**src/rtl/mdio_pkg.sv**
```systemverilog
package mdio_pkg;

   localparam int PRE_BITS   = 32;
   localparam int FRAME_BITS = PRE_BITS + 32;
   localparam int IDX_W      = $clog2(FRAME_BITS + 1);
   localparam int TA_FIRST   = PRE_BITS + 14;
   localparam int RD_FIRST   = PRE_BITS + 16;

   typedef struct packed {
      logic [15:0] wdata;
      logic        wr;
      logic [4:0]  phy;
      logic [4:0]  regad;
   } mdio_cmd_t;

   function automatic logic [FRAME_BITS-1:0] build_frame(mdio_cmd_t c);
      logic [31:0] tail;
      tail = {2'b01, (c.wr ? 2'b01 : 2'b10), c.phy, c.regad,
              (c.wr ? {2'b10, c.wdata} : 18'h3FFFF)};
      return {{PRE_BITS{1'b1}}, tail};
   endfunction

endpackage

```
**src/rtl/mdio_regdec.sv**
```systemverilog
module mdio_regdec
   import mdio_pkg::*;
#(
   parameter int AW       = 4,
   parameter int CTRL_OFS = 0,
   parameter int DATA_OFS = 4
) (
   input  logic          reg_wr,
   input  logic [AW-1:0] reg_addr,
   input  logic [31:0]   reg_wdata,
   input  logic          busy,
   input  logic [15:0]   rd_data,
   output logic          start,
   output mdio_cmd_t     cmd,
   output logic [31:0]   reg_rdata
);

   localparam logic [AW-1:0] CTRL_A = AW'(CTRL_OFS);
   localparam logic [AW-1:0] DATA_A = AW'(DATA_OFS);

   if (AW < 3) begin : g_bad_aw
      $error("mdio_regdec: AW too small for offsets");
   end

   logic unused_fields;
   assign unused_fields = ^{reg_wdata[14], reg_wdata[7:5]};

   assign cmd.wdata = reg_wdata[31:16];
   assign cmd.wr    = reg_wdata[13];
   assign cmd.phy   = reg_wdata[12:8];
   assign cmd.regad = reg_wdata[4:0];

   assign start = reg_wr && (reg_addr == CTRL_A) && !busy;

   always_comb begin
      reg_rdata = '0;
      if (reg_addr == CTRL_A)
         reg_rdata[15] = !busy;
      else if (reg_addr == DATA_A)
         reg_rdata[15:0] = rd_data;
   end

endmodule

```
**src/rtl/mdio_clkgen.sv**
```systemverilog
module mdio_clkgen #(
   parameter int CLK_DIV = 8
) (
   input  logic clk,
   input  logic rst_n,
   input  logic run,
   output logic mdc,
   output logic rise_evt,
   output logic fall_evt
);

   localparam int HALF = CLK_DIV / 2;

   if (CLK_DIV < 2 || (CLK_DIV % 2) != 0) begin : g_bad_div
      $error("mdio_clkgen: CLK_DIV must be even and at least 2");
   end

   if (HALF == 1) begin : g_toggle
      assign rise_evt = run && !mdc;
      assign fall_evt = run && mdc;
      always_ff @(posedge clk or negedge rst_n) begin
         if (!rst_n)    mdc <= 1'b0;
         else if (!run) mdc <= 1'b0;
         else           mdc <= !mdc;
      end
   end else begin : g_count
      localparam int CW = $clog2(CLK_DIV);
      localparam logic [CW-1:0] RISE_AT = CW'(HALF - 1);
      localparam logic [CW-1:0] FALL_AT = CW'(CLK_DIV - 1);
      logic [CW-1:0] cnt;

      assign rise_evt = run && (cnt == RISE_AT);
      assign fall_evt = run && (cnt == FALL_AT);

      always_ff @(posedge clk or negedge rst_n) begin
         if (!rst_n) begin
            cnt <= '0;
            mdc <= 1'b0;
         end else if (!run) begin
            cnt <= '0;
            mdc <= 1'b0;
         end else begin
            cnt <= fall_evt ? '0 : cnt + 1'b1;
            if (rise_evt) mdc <= 1'b1;
            if (fall_evt) mdc <= 1'b0;
         end
      end
   end

endmodule

```
**src/rtl/mdio_engine.sv**
```systemverilog
module mdio_engine
   import mdio_pkg::*;
(
   input  logic        clk,
   input  logic        rst_n,
   input  logic        start,
   input  mdio_cmd_t   cmd,
   input  logic        rise_evt,
   input  logic        fall_evt,
   input  logic        mdio_i,
   output logic        busy,
   output logic        mdio_o,
   output logic        mdio_oe,
   output logic [15:0] rd_data
);

   localparam logic [IDX_W-1:0] LAST_IDX = IDX_W'(FRAME_BITS - 1);
   localparam logic [IDX_W-1:0] TA_IDX   = IDX_W'(TA_FIRST);
   localparam logic [IDX_W-1:0] RD_IDX   = IDX_W'(RD_FIRST);

   logic [FRAME_BITS-1:0] frame_sr;
   logic [IDX_W-1:0]      bit_idx;
   logic                  is_rd;
   logic [15:0]           cap_sr;

   assign mdio_o  = frame_sr[FRAME_BITS-1];
   assign mdio_oe = busy && !(is_rd && bit_idx >= TA_IDX);

   always_ff @(posedge clk or negedge rst_n) begin
      if (!rst_n) begin
         busy     <= 1'b0;
         frame_sr <= '1;
         bit_idx  <= '0;
         is_rd    <= 1'b0;
         cap_sr   <= '0;
         rd_data  <= '0;
      end else if (start) begin
         busy     <= 1'b1;
         frame_sr <= build_frame(cmd);
         bit_idx  <= '0;
         is_rd    <= !cmd.wr;
      end else if (busy) begin
         if (rise_evt && is_rd && bit_idx >= RD_IDX)
            cap_sr <= {cap_sr[14:0], mdio_i};
         if (fall_evt) begin
            frame_sr <= {frame_sr[FRAME_BITS-2:0], 1'b1};
            if (bit_idx == LAST_IDX) begin
               busy <= 1'b0;
               if (is_rd) rd_data <= cap_sr;
            end else begin
               bit_idx <= bit_idx + 1'b1;
            end
         end
      end
   end

endmodule

```
**src/rtl/mdio_master.sv**
```systemverilog
module mdio_master
   import mdio_pkg::*;
#(
   parameter int CLK_DIV = 8,
   parameter int REG_AW  = 4
) (
   input  logic              clk,
   input  logic              rst_n,
   input  logic              reg_wr,
   input  logic [REG_AW-1:0] reg_addr,
   input  logic [31:0]       reg_wdata,
   output logic [31:0]       reg_rdata,
   output logic              mdc,
   output logic              mdio_o,
   output logic              mdio_oe,
   input  logic              mdio_i
);

   logic        busy;
   logic        start;
   logic        rise_evt;
   logic        fall_evt;
   logic [15:0] rd_data;
   mdio_cmd_t   cmd;

   mdio_regdec #(.AW(REG_AW), .CTRL_OFS(0), .DATA_OFS(4)) i_regdec (
      .reg_wr    (reg_wr),
      .reg_addr  (reg_addr),
      .reg_wdata (reg_wdata),
      .busy      (busy),
      .rd_data   (rd_data),
      .start     (start),
      .cmd       (cmd),
      .reg_rdata (reg_rdata)
   );

   mdio_clkgen #(.CLK_DIV(CLK_DIV)) i_clkgen (
      .clk      (clk),
      .rst_n    (rst_n),
      .run      (busy),
      .mdc      (mdc),
      .rise_evt (rise_evt),
      .fall_evt (fall_evt)
   );

   mdio_engine i_engine (
      .clk      (clk),
      .rst_n    (rst_n),
      .start    (start),
      .cmd      (cmd),
      .rise_evt (rise_evt),
      .fall_evt (fall_evt),
      .mdio_i   (mdio_i),
      .busy     (busy),
      .mdio_o   (mdio_o),
      .mdio_oe  (mdio_oe),
      .rd_data  (rd_data)
   );

endmodule

```
**config.mk**
```make
export PLATFORM = sky130hd
export DESIGN_NAME = mdio_master
export DESIGN_NICKNAME = d
export VERILOG_FILES = /design/src/rtl/mdio_pkg.sv /design/src/rtl/mdio_regdec.sv /design/src/rtl/mdio_clkgen.sv /design/src/rtl/mdio_engine.sv /design/src/rtl/mdio_master.sv
export SDC_FILE = /design/constraint.sdc
export NUM_CORES = 1
export LEC_CHECK = 0
export BUFFER_PORTS_ARGS = -buffer_cell sky130_fd_sc_hd__clkbuf_2
export CORE_MARGIN = 3
export CORE_UTILIZATION = 50
export DETAILED_ROUTE_END_ITERATION = 10
export PLACE_DENSITY_LB_ADDON = 0.2
export SLEW_MARGIN = 10
export SYNTH_ARGS = -nofsm -noshare
export SYNTH_HDL_FRONTEND = slang
export SYNTH_HIERARCHICAL = 1
export SYNTH_SLANG_ARGS = --single-unit
```
**constraint.sdc**
```tcl
create_clock -name clk -period 5.6 [get_ports clk]
set_input_delay 0.28 -clock clk [delete_from_list [all_inputs] [get_ports clk]]
set_output_delay 0.28 -clock clk [all_outputs]
set_load 0.005 [all_outputs]
```
### Word level (Yosys, flattened, before mapping)

Cells that the tools add are included.

* logic and storage cells: 58
* output and inout port bits: 35
* bits of input ports: 40
* register bits: 109

* mux-type cells: 21
* add/sub/neg operators: 2
* order comparisons: 2
* reductions and logical operators: 18
* bitwise gates (word level): 1
* equality and inequality tests: 6

Operators by type and width (number)
* $mux W64: 3
* $mux W7: 4
* $mux W17: 1
* $mux W16: 1
* $mux W15: 1
* $ge A7 B6 Y1 const B: 2
* $logic_and A1 B1 Y1: 8
* $mux W1: 8
* $add A7 B1 Y7 const B: 1
* $eq A7 B6 Y1 const B: 1
* $mux W3: 2
* $reduce_and A3 Y1: 2
* $reduce_and A5 Y1: 1
* $eq A4 B3 Y1 const B: 1
* $logic_not A4 Y1: 1
* $reduce_bool A2 Y1: 2
* $add A3 B1 Y3 const B: 1
* $eq A3 B2 Y1 const B: 1
* $eq A3 B3 Y1 const B: 1
* $logic_not A1 Y1: 3
* $ne A3 B2 Y1 const B: 1
* $mux W2: 1
* $ne A2 B1 Y1 const B: 1
* $reduce_and A2 Y1: 1
* $not A1 Y1: 1

### Depth between registers and ports, before layout

Gate-level depths: netlist of run 1.

* depth in word-level cells: 5
* mapped depth: 9
* depth with buffers taken out: 7

### Cells and area by module

Netlist of run 1, hierarchy kept.

Modules (own cells, without submodules)
* mdio_engine: area an instance 4414.2 sq um, seq. area each 2707.6 sq um, instances 1, cells an instance 411
* mdio_regdec: area an instance 496.7 sq um, seq. area each 0.0 sq um, instances 1, cells an instance 66
* mdio_clkgen: area an instance 195.2 sq um, seq. area each 100.1 sq um, instances 1, cells an instance 16

### Least setup slack after synthesis of run 1

Ideal clock, no wire load.

* path kind: flip-flop to flip-flop
* from: reg i_engine.busy
* to: reg i_engine.cap_sr[10]
* library setup time: 125 ps
* arrival: 1955 ps
* slack: 3520 ps
* period minus slack after synthesis: 2080 ps
* path buffers: 1
* cell stages (with the launch flop): 8
* cell sequence: dfrtp_1 nor2_1 and3_1 inv_1 nand2_1 nor3_2 buf_2 mux2_2

* longest elaborated chain between the ends: 4
* elaborated cells on any way between the ends: 7
* those cells by class: 1 x bitwise; 6 x reduce/logical

Ends and longest elaborated chain
* from (decl): line mdio_engine.sv:11 `output logic busy,`
* from (signal assigned): line mdio_engine.sv:31 `busy <= 1'b0;`
* from (signal assigned): line mdio_engine.sv:38 `busy <= 1'b1;`
* from (signal assigned): line mdio_engine.sv:48 `busy <= 1'b0;`
* $logic_not A1 Y1
* $logic_and A1 B1 Y1: line mdio_regdec.sv:33 `assign start = reg_wr && (reg_addr == CTRL_A) && !busy;`
* net start: line mdio_master.sv:20 `logic start;`
* $not A1 Y1 (no line)
* $reduce_and A3 Y1 (no line)
* to (signal assigned): line mdio_engine.sv:44 `cap_sr <= {cap_sr[14:0], mdio_i};`
* to (decl): line mdio_engine.sv:24 `logic [15:0] cap_sr;`

The timed path passes the listed nets, and every way through them passes these cells.
A chain may end at the register's enable or synchronous reset.

### Worst setup path after layout of run 1

* from: reg i_clkgen.g_count.cnt[0]
* to: reg i_engine.bit_idx[5]

* longest elaborated chain between the ends: 4

Ends and longest elaborated chain
* from (decl): line mdio_clkgen.sv:30 `logic [CW-1:0] cnt;`
* from (signal assigned): line mdio_clkgen.sv:43 `cnt <= fall_evt ? '0 : cnt + 1'b1;`
* $eq A3 B3 Y1: line mdio_clkgen.sv:33 `assign fall_evt = run && (cnt == FALL_AT);`
* $logic_and A1 B1 Y1: line mdio_clkgen.sv:33
* net fall_evt: line mdio_master.sv:22 `logic fall_evt;`
* $reduce_bool A2 Y1 (no line)
* $reduce_and A3 Y1 (no line)
* to (signal assigned): line mdio_engine.sv:51 `bit_idx <= bit_idx + 1'b1;`
* to (decl): line mdio_engine.sv:22 `logic [IDX_W-1:0] bit_idx;`

The timed path passes the listed nets, and every way through them passes these cells.

==> results.md, run 1 <==
- The sequential share of the synthesized area is 54.99%.
- The post-synthesis cell count is 493.
- The worst-case IR drop observed on VDD is 0.1882 mV.
- Leaving out fill and tap cells, the most frequent cells in the layout are 120 x nand2_1, 64 x dfstp_2, 52 x clkbuf_2.
- By area the synthesized netlist is led by dfstp_2 33%, dfrtp_1 22%, nand2_1 8.8%.
- The number of nets in the layout is 553.
- The detailed router placed 3249 vias in this run.
- Yosys mapped a number of flops with a built-in enable equal to 0.
- The final critical path takes up 49.11% of the cycle.
- The area overhead of the layout relative to synthesis is 5.048%.
- In the final layout, the share of cells above drive strength 1 is 37.23%.
- The proportion of power drawn by combinational gates is 7.0%.
- The post-CTS repair timing setup buffer count is 0.
- The initial DRC count is 195.
- The TritonCTS clock tree is yes.
- The clock passes through at most 2 buffers.
- For the pin with the worst max-slew slack, the measured transition is 0.9922 ns.
- The chip height is 107.1 um.
- The number of max-slew violations in the final report came to 0.
- The number of iterations in the first detailed-routing pass is 4.
- The worst path required time is 5.88 ns.
- The average wire length per cell after detail routing is 13.03 um.
- Internal power comes to 1.082 mW.
- Based on the critical path, the design can be clocked at up to 0.3636 GHz.
- In this run the worst path has a maximum fanout of 66.
- The weighted congestion at the end of routability-driven global placement is 0.7691.
- For this run, the leading register cell type out of synthesis is dfstp_2.
- The cell area that synthesis handed to floorplanning was 5106 um^2.
- The number of standard cells in the final layout excluding fillers is 646.
- Setup repair after global routing left no endpoint under its margin.
- After clock tree synthesis, the flow added hold-fix buffers numbering 0.
- The initial antenna violation count was 0.
- Setup violations remaining at the end of the flow were counted as 0.
- The number of CTS-inserted buffers is 9.
- The final wirelength is 8418 um.
- CTS placed an instance of clkbuf_8 at the clock tree root.
- The clock network fraction of total power is 29.6%.
- The initial core utilization is 51.76%.
- The worst setup path is launched from a flip-flop.
- The final antenna diode count is 0.
- The critical path goes through ha_1 > ha_1 > and2_2 > and2_2 > buf_4 > o21ai_1 > or4_1 > a21oi_1.
- The core box area is 9864 um^2.
- The maximum number of pins on one net before global-route repair is 76.
- The number of vias per cell after detailed routing is 5.029.
- The count of endpoints failing hold in the final timing report is 0.
- The number of fillers in the final layout is 855.
- The global-route wire length before repair is 14380 um.
- The Yosys step of the flow raised 6 warnings.
- The proportion of register bits with asynchronous set or reset after synthesis is 100.0%.
- The cell row count is 36.
- STA classifies the critical path endpoint as a flip-flop.
- Of the total power, the share spent switching nets is 24.49%.
- The share of synthesized area in the top cell type comes to 32.93%.
- Across the run, the number of max-cap violations was 0.
- The die covers 11460 um^2.
- After clock tree synthesis, the clock-pin slew on the worst setup and hold paths is 0.10 ns.
- The DRC violation count after routing is 0.
- Leaving out fill and tap cells, the most frequent cell in the layout is nand2_1.
- The worst setup path category is flip-flop to flip-flop.
- The setup TNS is 0 ns.
- The count of state elements after synthesis is 109.
- The count of buffers inserted at the top-level ports is 53.
- 75 I/O pins were placed.
- The number of gates resized after cts is 0.
- Across every metal layer, demand over resource in global routing totals 15.35%.
- CTS built an H-tree with a depth of 3.
- The largest total area in the synthesized netlist belongs to dfstp_2.
- A synthesized cell averages 10.36 um^2.
- The minimum period implied by the final worst setup slack is 2.750 ns.
- The arrival time of data at the critical path endpoint is 3.03 ns.
- The cell count after placement is 630.
- In this run the register-to-register setup slack is 2.85 ns.
- The floorplan step set the die width to 107.1 um.
- In this run the remaining antenna-violating nets after routing total 0.
- The slowest stage of the critical path is the or4_1 cell.
- Clock skew on the completed layout was measured at 0.009001 ns.
- The number of global-route vias before repair is 3183.
- The placed wire-length estimate after detailed placement is 5083 um.
- After global routing the overflow that remains totals 0.
- In this run the tightest slew margin relative to its limit is 33.85%.
- After synthesis, the netlist uses 42 different library cells.
- The worst hold path belongs to the class input pin to flip-flop.
- The leakage power of the design is 2.583 nW.
- The clock latency at the later pin of the worst-skew pair is 0.36 ns.
- Of the total power, registers draw 63.4%.
- The clock drives 109 sinks.
- The power dissipated by switching net loads is 0.3508 mW.
- In this run the power density over the cells is 267.1 nW/um^2.
- The design draws 1.433 mW.
- The run finished with clean final reports.
- On the worst path, the slowest cell contributes a delay of 0.58 ns.
## critical path, delay by kind of cell (launching register included)
family / cells / cell delay [ns]
AND/OR/NAND/NOR: 3 / 0.87
buffers and inverters: 1 / 0.57
adder cells (fa/ha/maj): 2 / 0.35
AO/OA/AOI/OAI: 2 / 0.52
flip-flops: 1 / 0.36
## synthesized netlist by cell type (2+ instances only)
cell type / count
nand2_1: 120
dfstp_2: 64
dfrtp_1: 45
buf_4: 43
nand3_1: 36
mux2_2: 32
nor2_1: 23
clkbuf_1: 21
a31oi_1: 17
o21ai_0: 14
and2_2: 13
mux2i_1: 12
and2_1: 6
ha_1: 5
inv_1: 5
a21boi_0: 3
a21oi_1: 3
buf_2: 3
and3_1: 2
nor3_1: 2
o211ai_1: 2
or4_1: 2
## worst paths after layout
check	end	cells after the start	startpoint
max	i_engine/bit_idx[5]$_DFFE_PN0P_	8	i_clkgen/g_count.cnt[0]$_DFF_PN0_
min	i_engine/frame_sr[21]$_DFFE_PN1P_	3	reg_wdata[3]
max reg2reg	i_engine/bit_idx[5]$_DFFE_PN0P_	8	i_clkgen/g_count.cnt[0]$_DFF_PN0_
min reg2reg	i_clkgen/g_count.cnt[0]$_DFF_PN0_	1	i_clkgen/g_count.cnt[0]$_DFF_PN0_
max in group asynchronous	i_engine/rd_data[10]$_DFFE_PN0P_	2	rst_n
min in group asynchronous	i_engine/frame_sr[12]$_DFFE_PN1P_	1	rst_n
## logic make-up (layout without fill, tap and decap cells)
| family | after synthesis | count (layout) | synth area share, % |
|---|---|---|---|
| AOI/OAI and AO/OA | 46 | 46 | 5.611 |
| and+or+nand+nor | 212 | 212 | 19.31 |
| muxes | 44 | 44 | 9.410 |
| buffers and inverters | 74 | 79 | 9.042 |
| adders and majority gates | 5 | 5 | 1.225 |
| other | 1 | 16 | 0.07344 |
| xor gates and xnor gates | 2 | 2 | 0.3431 |
| DFF | 109 | 109 | 54.99 |
## per-stage QoR
stage	hold WS [ns]	cell area [um^2]	utilization, %	setup WS [ns]
CTS	0.09889	5364	54.38	2.805
detailed placement	0.4315	5192	52.64	2.827
finish	0.1128	5364	54.38	2.850
floorplan	-0.01559	5162	-	3.520
global route	0.1032	5364	54.38	2.638
global placement	0.4220	5192	52.64	2.899
## power groups by stage
stage	sequential, mW	combinational, mW	clock [mW]
final	0.908	0.100	0.424
after global routing	0.916	0.119	0.477
after CTS	0.908	0.103	0.444
after detailed placement	0.922	0.103	0
after global placement	0.919	0.0982	0
after floorplan	0.913	0.0842	0
## sequential cells by signal (all words and copies together), names as in the netlist
register / count
i_clkgen/g_count.cnt: 3
i_clkgen/mdc: 1
i_engine/bit_idx: 7
i_engine/busy: 1
i_engine/cap_sr: 16
i_engine/frame_sr: 64
i_engine/is_rd: 1
i_engine/rd_data: 16
## metal layers
layer	up-vias	global-route usage, %	routed length (um)
met1	1586	20.36	4115
met4	0	4.292	51
met3	4	3.974	313
met2	55	24.98	3938
li1	1604	-	-
met5	-	0	0
## final cells by class
type	instances	area, um^2	share of cell area (%)
Timing Repair Buffer	58	305.3	5.692
Clock inverter	7	47.55	0.8864
Multi-Input combinational cell	325	1894	35.32
Sequential cell	109	2808	52.34
Clock buffer	9	123.9	2.309
Tap cell	133	166.4	3.102
Inverter	5	18.77	0.3499
No activity file was read; power rests on OpenSTA's default activity.
==> run 2, diff against run 1 <==
==> constraint.sdc (replaced) <==
create_clock -name clk -period 2.4 [get_ports clk]
set_input_delay 0.12 -clock clk [delete_from_list [all_inputs] [get_ports clk]]
set_output_delay 0.12 -clock clk [all_outputs]
set_load 0.005 [all_outputs]
==> run 2 against run 1 <==
Compared with the run above:
- clock-buffer cell count is the same
- cell count up 5.0%
- sequential power increased by 130%
- combinational power grew to 2.8 times the previous value
- critical path type unchanged
- critical endpoint is now i_engine/bit_idx[2]$_DFFE_PN0P_
==> results.md, run 2 (same netlist as run 1, synthesis figures left out) <==
- The chip height is 107.1 um.
- The first global-routing pass estimated 15300 um of wire.
- The count of buffers inserted at the top-level ports is 53.
- The start of the worst register-to-register path is i_clkgen/g_count.cnt[0]$_DFF_PN0_.
- The quantity of hold-fixing buffers added after cts is 28.
- The run finished with clean final reports.
- The largest registers in the layout are i_engine/frame_sr (64), i_engine/cap_sr (16), i_engine/rd_data (16).
- The number of iterations in the first detailed-routing pass is 4.
- The total via count in the routed design is 3391.
- The maximum number of pins on one net before global-route repair is 59.
- In the routed design, unresolved DRC markers number 0.
- The worst setup slack for register-to-register paths is 0.32 ns.
- The number of standard cells in the final layout excluding fillers is 678.
- The congestion estimate from routability-driven global placement came to 0.7634.
- The type of element launching the critical path is a flip-flop.
- Setup repair after global routing left no endpoint under its margin.
- The largest clock skew in the final design is 0.01181 ns.
- The clock latency at the later pin of the worst-skew pair is 0.37 ns.
- Combinational logic is responsible for 8.1% of the overall power.
- The element type at the critical path end is a flip-flop.
- The clock-pin slew on the worst setup and hold paths is 0.10 ns.
- The number of cell instances on the worst register-to-register path is 8.
- The count of endpoints failing hold in the final timing report is 0.
- Fill cells in the final layout number 846.
- The buffers plus inverters on the worst setup path is 1.
- The worst path uses 86.56% of the clock period.
- The post-CTS repair timing setup buffer count is 0.
- The leakage power of the design is 2.736 nW.
- The initial core utilization is 51.76%.
- The worst slew slack as a fraction of its limit is 59.44%.
- Post-CTS repair changed the size of 0 cells.
- The count of H-tree levels built during CTS is 3.
- The share of total power dissipated in the clock network is 30.0%.
- Data on the critical path is required at its endpoint by 2.65 ns.
- The arrival time of data at the critical path endpoint is 2.32 ns.
- The cell family contributing the most delay on the critical path is simple AND/OR/NAND/NOR gates.
- The cell count after placement is 634.
- The number of failing setup endpoints in the final timing report is 0.
- The initial DRC count is 195.
- The setup TNS is 0 ns.
- The cell row count is 36.
- For this design the top-level I/O count stands at 75.
- The register with the most flip-flops in the final layout is i_engine/frame_sr.
- For this design the ratio of total power to cell area is 599.9 nW/um^2.
- Traced cell by cell, the critical path runs through ha_1 > ha_1 > and2_2 > and2_2 > buf_4 > o211ai_1 > xor2_1 > nor2_1.
- The highest fanout seen on the critical path is 46.
- The placed wire-length estimate after detailed placement is 5448 um.
- The initial antenna violation count is 0.
- The core box area is 9864 um^2.
- The worst setup path category is flip-flop to flip-flop.
- For this design the total switching power over the nets is 0.8558 mW.
- Relative to the synthesized area, the layout overhead comes to 11.84%.
- The cell with the largest stage delay on the worst path is dfrtp_1.
- The number of max-slew violations in the final report was 0.
- The final wirelength is 8896 um.
- The number of vias per cell after detailed routing is 5.001.
- In the final routed layout, each cell accounts on average for 13.12 um.
- Buffers inserted during clock tree synthesis total 9.
- VDD sags by at most 0.3617 mV.
- The largest buffer count on any clock path is 2.
- In the final design database the tool counted 585 nets.
- The worst path needs 2.077 ns of the cycle, external delays included.
- The tightest hold path in the finished design has a slack of 0.02830 ns.
- In this run the critical register-to-register path is captured at i_engine/bit_idx[2]$_DFFE_PN0P_.
- The root buffer selected by CTS is clkbuf_8.
- In the final layout, the multi-input gates occupy 1894 um^2.
- In this design, the stage delay of the slowest critical-path cell is 0.40 ns.
- In this run the remaining antenna-violating nets after routing total 0.
- The switching portion of total power is 24.98%.
- TritonCTS built the clock tree.
- Static timing analysis puts the maximum clock frequency at 0.4814 GHz.
- The x dimension of the die is 107.1 um.
- The sequential fraction of design power is 61.9%.
- The total overflow left after global routing is 0.
- The internal power is 2.570 mW.
- The layout cell share with drive strength beyond 1 is 35.96%.
- The top cell types in the final layout, fill and taps aside, are 120 x nand2_1, 64 x dfstp_2, 52 x clkbuf_2.
- In the final layout, flip-flops and latches occupy 2808 um^2.
- For this run, the total global-route usage over all layers was measured as 16.50%.
- The number of global-route vias before repair is 3254.
- The die covers 11460 um^2.
- The class of the worst hold path is input pin to async pin.
- The tree built by TritonCTS fans out to 109 sinks.
- The final antenna diode count is 0.
- Max-cap violations in this run came to 0.
- The register with the most flip-flops in the layout has 64 of them.
- The library cell used most frequently in the layout, excluding fill and tap cells, is nand2_1.
- For the pin with the worst max-slew slack, the measured transition is 0.6070 ns.
run 2: cell count changes in the layout (fill, tap and decap cells not counted):
cell	previous run	this run
inv_8	0	1
clkinv_1	1	0
inv_6	2	1
clkinv_2	2	1
buf_12	0	2
dlygate4sd3_1	0	28
buf_4	6	8
clkinv_4	1	3
run 2: worst max path at each step:
stage	endpoint	slack, ns	cells after the start	start
2_1_floorplan	i_engine/cap_sr[10]$_DFFE_PN0P_	0.32	7	i_engine/busy$_DFF_PN0_
3_3_place_gp	i_engine/bit_idx[2]$_DFFE_PN0P_	0.38	8	i_clkgen/g_count.cnt[0]$_DFF_PN0_
3_5_place_dp	i_engine/bit_idx[2]$_DFFE_PN0P_	0.35	8	i_clkgen/g_count.cnt[0]$_DFF_PN0_
4_1_cts	i_engine/bit_idx[2]$_DFFE_PN0P_	0.33	8	i_clkgen/g_count.cnt[0]$_DFF_PN0_
5_1_grt	i_engine/frame_sr[1]$_DFFE_PN1P_	0.13	6	i_engine/busy$_DFF_PN0_
6_report	i_engine/bit_idx[2]$_DFFE_PN0P_	0.32	8	i_clkgen/g_count.cnt[0]$_DFF_PN0_
run 2: power groups by stage:
stage | Clock, mW | Combinational, mW | Sequential, mW
after floorplan | 0 | 0.197 | 2.13
after global placement | 0 | 0.233 | 2.15
after detailed placement | 0 | 0.246 | 2.15
after CTS | 1.10 | 0.282 | 2.12
after global routing | 1.15 | 0.318 | 2.14
final | 1.03 | 0.276 | 2.12
run 2: worst reg2reg max path, stage by stage, from the launching register on:
cell	delay [ns]
dfrtp_1	0.40
ha_1	0.22
ha_1	0.20
and2_2	0.21
and2_2	0.22
buf_4	0.29
o211ai_1	0.21
xor2_1	0.16
nor2_1	0.05
run 2: through the flow:
stage	util [%]	total power [mW]	area, um^2	setup WS, ns
6_report	57.89	3.426	5710	0.3226
5_1_grt	57.89	3.607	5710	0.1263
4_1_cts	57.89	3.500	5710	0.3251
3_5_place_dp	53.20	2.396	5248	0.3487
3_3_place_gp	53.20	2.379	5248	0.3821
2_1_floorplan	-	2.327	5162	0.3204
run 2: final cells by class:
cell class | instances | area share, %
Clock buffer | 9 | 2.169
Inverter | 5 | 0.3287
Tap cell | 133 | 2.914
Clock inverter | 7 | 1.030
Timing Repair Buffer | 90 | 11.22
Multi-Input combinational cell | 325 | 33.17
Sequential cell | 109 | 49.17
run 2: routing by layer:
layer,global-route usage [%],wire (um)
met5,0,0
met4,5.023,107
met3,3.974,375
met2,26.50,4315
met1,22.24,4098
